[src/rtl/hb_pkg.sv]
// Shared types for the half-bridge sequencer.
package hb_pkg;
    // Sequencer phase: waiting for opposite gate low, counting dead-time, driving.
    typedef enum logic [1:0] {
        PH_WAIT  = 2'd0,
        PH_COUNT = 2'd1,
        PH_ON    = 2'd2
    } hb_phase_e;
endpackage

[src/rtl/hb_sync2.sv]
// Two-flop synchronizer for a bundle of independent asynchronous flags.
// Assumes each bit is quasi-static relative to clk; no cross-bit coherence.
module hb_sync2 #(
    parameter int               W       = 4,
    parameter logic [W-1:0]     RST_VAL = '1
) (
    input  logic         clk,
    input  logic         rst_n,
    input  logic [W-1:0] d,
    output logic [W-1:0] q
);
    logic [W-1:0] meta;

    // Two register stages; reset loads the safe value into both.
    always_ff @(posedge clk) begin
        if (!rst_n) begin
            meta <= RST_VAL;
            q    <= RST_VAL;
        end else begin
            meta <= d;
            q    <= meta;
        end
    end
endmodule

[src/rtl/hb_dt_timer.sv]
// Dead-time down-counter. A load captures max(dt_cfg, DT_MIN); last is high
// while one cycle remains. Assumes DT_MIN >= 1 and fits in DT_W bits.
module hb_dt_timer #(
    parameter int DT_W   = 6,
    parameter int DT_MIN = 22
) (
    input  logic            clk,
    input  logic            rst_n,
    input  logic            load,
    input  logic            abort,
    input  logic [DT_W-1:0] dt_cfg,
    output logic            last
);
    localparam logic [DT_W-1:0] MIN_V = DT_MIN[DT_W-1:0];

    logic [DT_W-1:0] cnt;
    logic [DT_W-1:0] eff;

    // Clamp the configured count up to the minimum.
    always_comb eff = (dt_cfg < MIN_V) ? MIN_V : dt_cfg;

    // Load, cancel or count down toward zero.
    always_ff @(posedge clk) begin
        if (!rst_n)             cnt <= '0;
        else if (load)          cnt <= eff;
        else if (abort)         cnt <= '0;
        else if (cnt != '0)     cnt <= cnt - 1'b1;
    end

    assign last = (cnt == {{(DT_W-1){1'b0}}, 1'b1});

    // a freshly loaded count is never below the minimum.
    a_r6_clamp_min: assert property (@(posedge clk) disable iff (!rst_n)
        load |=> (cnt >= MIN_V));
endmodule

[src/rtl/hb_deadtime_ctrl.sv]
// Half-bridge sequencer: one PWM command to two complementary gate enables
// with adaptive dead-time (count starts when the opposite gate is sensed low).
// Assumes pwm_in is synchronous to clk; sense and UVLO inputs are asynchronous.
module hb_deadtime_ctrl
    import hb_pkg::*;
#(
    parameter int DT_W   = 6,
    parameter int DT_MIN = 22
) (
    input  logic            clk,
    input  logic            rst_n,
    input  logic            pwm_in,
    input  logic            ho_sense,
    input  logic            lo_sense,
    input  logic [DT_W-1:0] dt_count,
    input  logic            uv_supply,
    input  logic            uv_boot,
    output logic            ho_out,
    output logic            lo_out
);
    localparam int NSYNC = 4;

    logic [NSYNC-1:0] raw_in;
    logic [NSYNC-1:0] sync_q;
    logic             hs_s, ls_s, uvs_s, uvb_s;
    hb_phase_e        phase;
    logic             side_hi;
    logic             force_wait;
    logic             opp_low;
    logic             tmr_load;
    logic             tmr_abort;
    logic             tmr_last;

    assign raw_in = {uv_boot, uv_supply, lo_sense, ho_sense};

    hb_sync2 #(.W(NSYNC), .RST_VAL({NSYNC{1'b1}})) u_sync (
        .clk   (clk),
        .rst_n (rst_n),
        .d     (raw_in),
        .q     (sync_q)
    );

    assign hs_s  = sync_q[0];
    assign ls_s  = sync_q[1];
    assign uvs_s = sync_q[2];
    assign uvb_s = sync_q[3];

    // Conditions that drop the sequencer back to waiting and retarget its side.
    always_comb begin
        force_wait = uvs_s || (pwm_in != side_hi) || (side_hi && uvb_s);
        opp_low    = side_hi ? !ls_s : !hs_s;
        tmr_load   = !force_wait && (phase == PH_WAIT) && opp_low;
        tmr_abort  = force_wait || ((phase == PH_COUNT) && !opp_low);
    end

    hb_dt_timer #(.DT_W(DT_W), .DT_MIN(DT_MIN)) u_timer (
        .clk    (clk),
        .rst_n  (rst_n),
        .load   (tmr_load),
        .abort  (tmr_abort),
        .dt_cfg (dt_count),
        .last   (tmr_last)
    );

    // Phase sequencing: wait for opposite gate low, count, then drive.
    always_ff @(posedge clk) begin
        if (!rst_n) begin
            phase   <= PH_WAIT;
            side_hi <= 1'b0;
        end else if (force_wait) begin
            phase   <= PH_WAIT;
            side_hi <= pwm_in;
        end else begin
            unique case (phase)
                PH_WAIT:  if (opp_low) phase <= PH_COUNT;
                PH_COUNT: if (!opp_low)     phase <= PH_WAIT;
                          else if (tmr_last) phase <= PH_ON;
                PH_ON:    phase <= PH_ON;
                default:  phase <= PH_WAIT;
            endcase
        end
    end

    // Output gating: supply lockout kills both, bootstrap lockout only the high side.
    always_comb begin
        ho_out = (phase == PH_ON) &&  side_hi && !uvs_s && !uvb_s;
        lo_out = (phase == PH_ON) && !side_hi && !uvs_s;
    end

    // the two drives never overlap.
    a_r5_exclusive: assert property (@(posedge clk) disable iff (!rst_n)
        !(ho_out && lo_out));
    // a high PWM sample removes the low drive after the edge.
    a_r1_rise_lo_off: assert property (@(posedge clk) disable iff (!rst_n)
        pwm_in |=> !lo_out);
    // a low PWM sample removes the high drive after the edge.
    a_r4_fall_ho_off: assert property (@(posedge clk) disable iff (!rst_n)
        !pwm_in |=> !ho_out);
    // the high drive turns on only after the low gate was sensed low.
    a_r2_ho_after_lo_low: assert property (@(posedge clk) disable iff (!rst_n)
        $rose(ho_out) |-> !$past(ls_s));
    // the low drive turns on only after the high gate was sensed low.
    a_r4_lo_after_ho_low: assert property (@(posedge clk) disable iff (!rst_n)
        $rose(lo_out) |-> !$past(hs_s));
    // release of supply lockout never asserts a drive at once.
    a_r11_no_instant_resume: assert property (@(posedge clk) disable iff (!rst_n)
        $fell(uvs_s) |-> (!ho_out && !lo_out));
endmodule

[config.mk]
export PLATFORM = sky130hd
export DESIGN_NAME = hb_deadtime_ctrl
export DESIGN_NICKNAME = d
export VERILOG_FILES = /design/src/rtl/hb_pkg.sv /design/src/rtl/hb_sync2.sv /design/src/rtl/hb_dt_timer.sv /design/src/rtl/hb_deadtime_ctrl.sv
export SDC_FILE = /design/constraint.sdc
export NUM_CORES = 1
export LEC_CHECK = 0
export ABC_CLOCK_PERIOD_IN_PS = 3000
export BUFFER_PORTS_ARGS = -buffer_cell sky130_fd_sc_hd__buf_2
export CORE_AREA = 2 2 42 44
export DETAILED_ROUTE_END_ITERATION = 8
export DIE_AREA = 0 0 44 46
export PLACE_DENSITY = 0.76
export RECOVER_POWER = 25
export SLEW_MARGIN = 10
export SYNTH_ARGS = -nofsm -noshare
export SYNTH_HDL_FRONTEND = slang
export SYNTH_HIERARCHICAL = 1
export SYNTH_SLANG_ARGS = --single-unit
[constraint.sdc]
create_clock -name clk -period 3 [get_ports clk]
set_input_delay 0.3 -clock clk [delete_from_list [all_inputs] [get_ports clk]]
set_output_delay 0.3 -clock clk [all_outputs]
set_load 0.005 [all_outputs]
==> results.env <==
CRITICAL_PATH.N_BUFFERS_INVERTERS=0
SYNTH-SEQ-CELLS=17
VIAS_IN_THE_FIRST_GLOBAL_ROUTE=621
POSTCTSHOLDBUFS=0
MAXSLEWHEADROOM=0.616
ROWS=15
POWERDENSITY_mW_PER_MM2=428
LEAKAGE_POWER_TOTAL_uW=0.000368
SYN_AREA_UM2=815
POST_DRT_WL_PER_CELL_UM=12.8
GRT_USAGE=0.184
DP.FINAL_HPWL_MM=1.17
DETAIL_ROUTE.VIAS_PER_CELL=5.71
FINAL_NET_COUNT=123
SYN-NUM-NETS=104
MAXCLOCKFREQUENCY_MHz=458
TIMING.FINAL.HOLD_VIOLATIONS=0
CLOCK_TREE_FROM_TRITONCTS='yes'
FINALSETUPTNS_NS=0
SINK_COUNT_OF_THE_CLOCK_TREE=17
ANT_NETS=0
YS_TYPES=30
CTS_INSERTED_BUFFERS=3
AREA.GROWTH.SYNTH_TO_FINAL_PCT=14.9
CLOCK-ROOT-BUFFER='sky130_fd_sc_hd__clkbuf_4'
CTS_RESIZED=0
RUN_STATUS='complete, no violations'
DIE-HEIGHT_UM=46
IOPINCOUNT=15
PLACEABLECOREAREA_MM2=0.00161
CTS.REPORTEDPATHS.CLKPINSLEW_NS=0.10
CAP_VIOLATIONS=0
SYNTH.YOSYS.SEQ_AREA_SHARE=0.418
SETUP_VIOLATIONS=0
DIE_W_UM=44
IO_BUFFERS=14
SETUP.WORST_PATH.CLASS='reg2reg'
WORST_PATH_CELL_WITH_THE_LONGEST_STAGE_DELAY='sky130_fd_sc_hd__or3b_2'
ANTENNA-DIODE-COUNT=0
GRT_REMAINING_OVERFLOW=0
WORST_SETUP_EP_TYPE='flop'
DRIVE_GT1_FRAC=0.234
WORST_CLOCK_SKEW_NS=0.00221
DRC=0
CRIT_FAMILY='simple AND/OR/NAND/NOR gates'
P_TOTAL_uW=400
GRT_ANTENNA_BEFORE_REPAIR=0
SYNTH_EDF_COUNT=0
MIN_PATH_TYPE='in2reg'
CRITICAL-PATH-MAX-STAGE-DELAY_NS=0.52
PERIOD_NEEDED_NS=2.19
GRT_START_MAX_NET_PINS=14
TIMING.CRITICAL_PATH.CELLS='mux2i_2, nor2b_1, or3_1, or3b_2, o31ai_1, a31oi_1'
HIGHEST_NET_FANOUT_ALONG_THE_WORST_PATH=7
CLK_LATENCY_NS=0.29
START_KIND='flop'
FLOORPLAN.INITIALDENSITY=0.505
SYNTH-ASYNC-RESET-RATIO=0
VIA_COUNT=708
CTS.HTREE.LEVELS=1
CLOCKBUFFERDEPTH=2
PLACE.GP.CONGESTION=0.889
GRT_FIRST_PASS_WIRELENGTH_MM=2.62
DRT-TOTAL-WL_MM=1.58
FIRST_ITER_VIOLATIONS=26
DIEAREA_MM2=0.00202
RSZ0062_AT_GRT='no'
SYNTH-WARNING-COUNT=6
LAYOUT.CELLS.MOST_COMMON='sky130_fd_sc_hd__dfxtp_1'
WORST_EP_ARRIVAL_TIME_NS=2.36
DOMINANT_SYNTHESIZED_FLOP_CELL='sky130_fd_sc_hd__dfxtp_1'
PIN_SLEW_WITH_THE_LEAST_HEADROOM_TO_ITS_LIMIT_NS=0.570
POST_SYNTH.CELL_AREA_AVG_UM2=9.15
REQUIRED_NS=3.18
FINAL_CELL_MIX='sky130_fd_sc_hd__dfxtp_1 (17), sky130_fd_sc_hd__buf_2 (13), sky130_fd_sc_hd__nand2b_1 (10)'
SLEW_VIOLATIONS=0
DETAIL_ROUTE.FIRST_PASS.ITERATIONS=4
FIN_CRIT_SH=0.728
CTS_SETUP_BUFFERS=0
POSTSYNTHCELLCOUNT=89
IR_DROP_mV=0.293
[final timing paths]
path	startpoint	endpoint	slack [ns]	cells after the start
max	side_hi$_SDFFE_PN0P_	u_timer/cnt[0]$_SDFFE_PN0P_	0.81	6
min	lo_sense	u_sync/meta[1]$_SDFF_PN1_	0.19	2
max reg2reg	side_hi$_SDFFE_PN0P_	u_timer/cnt[0]$_SDFFE_PN0P_	0.81	6
min reg2reg	u_sync/meta[1]$_SDFF_PN1_	u_sync/q[1]$_SDFF_PN1_	0.42	1
[layout make-up]
| class | count | area (µm²) |
|---|---|---|
| fillers | 138 | 678 |
| multi-input cells | 67 | 455 |
| flip-flops and latches | 17 | 340 |
| repair buffers | 15 | 76.3 |
| clock buffers | 3 | 22.5 |
| well taps | 17 | 21.3 |
| inverters | 4 | 15.0 |
| clock inverters | 1 | 5.00 |
[metal layers]
layer  wire length (µm)  GRT usage
met1                725      0.234
met2                748      0.285
met3                 99     0.0357
met4                  9      0.115
met5                  0          0
[sequential cells by signal, summed over array words and instances (netlist names)]
register / cells
side_hi: 1
phase: 2
u_timer/cnt: 6
u_sync/meta: 4
u_sync/q: 4
[power by group]
group          internal [µW]  total, µW  switching [µW]
Sequential               233        239            5.55
Clock                   49.5        120            70.5
Combinational           20.7       41.6            20.9
[synth_stat cells, drive strengths merged, types with 3 or more instances]
library cell  instances  area share
o31ai                 3       0.028
a21oi                 4       0.029
inv                   4       0.018
o21ai                 4       0.029
nand2b               10       0.077
a31oi                 3       0.023
nor3b                 4       0.037
nor2b                 5       0.038
nand2                 3       0.014
nor2                  7       0.032
dfxtp                17        0.42
[through the flow]
| stage | hold slack [ns] | area (µm²) | utilization | setup slack [ns] | std cells |
|---|---|---|---|---|---|
| 3_3_place_gp | 0.389 | 910 | 0.564 | 0.926 | 120 |
| 5_1_grt | 0.172 | 936 | 0.580 | 0.731 | 124 |
| 4_1_cts | 0.178 | 937 | 0.581 | 0.846 | 124 |
| 2_1_floorplan | 0.373 | 815 | - | 1.03 | 89 |
| 3_5_place_dp | 0.396 | 910 | 0.564 | 0.874 | 120 |
| 6_report | 0.187 | 936 | 0.580 | 0.815 | 124 |
[logic make-up after synthesis]
| group | synth area share |
|---|---|
| and+or+nand+nor | 0.301 |
| DFF | 0.418 |
| xor gates and xnor gates | 0.0108 |
| muxes | 0.0292 |
| buffers and inverters | 0.0230 |
| adders and majority gates | 0.0307 |
| AOI/OAI and AO/OA | 0.187 |
Power figures use the tool's default switching activity.
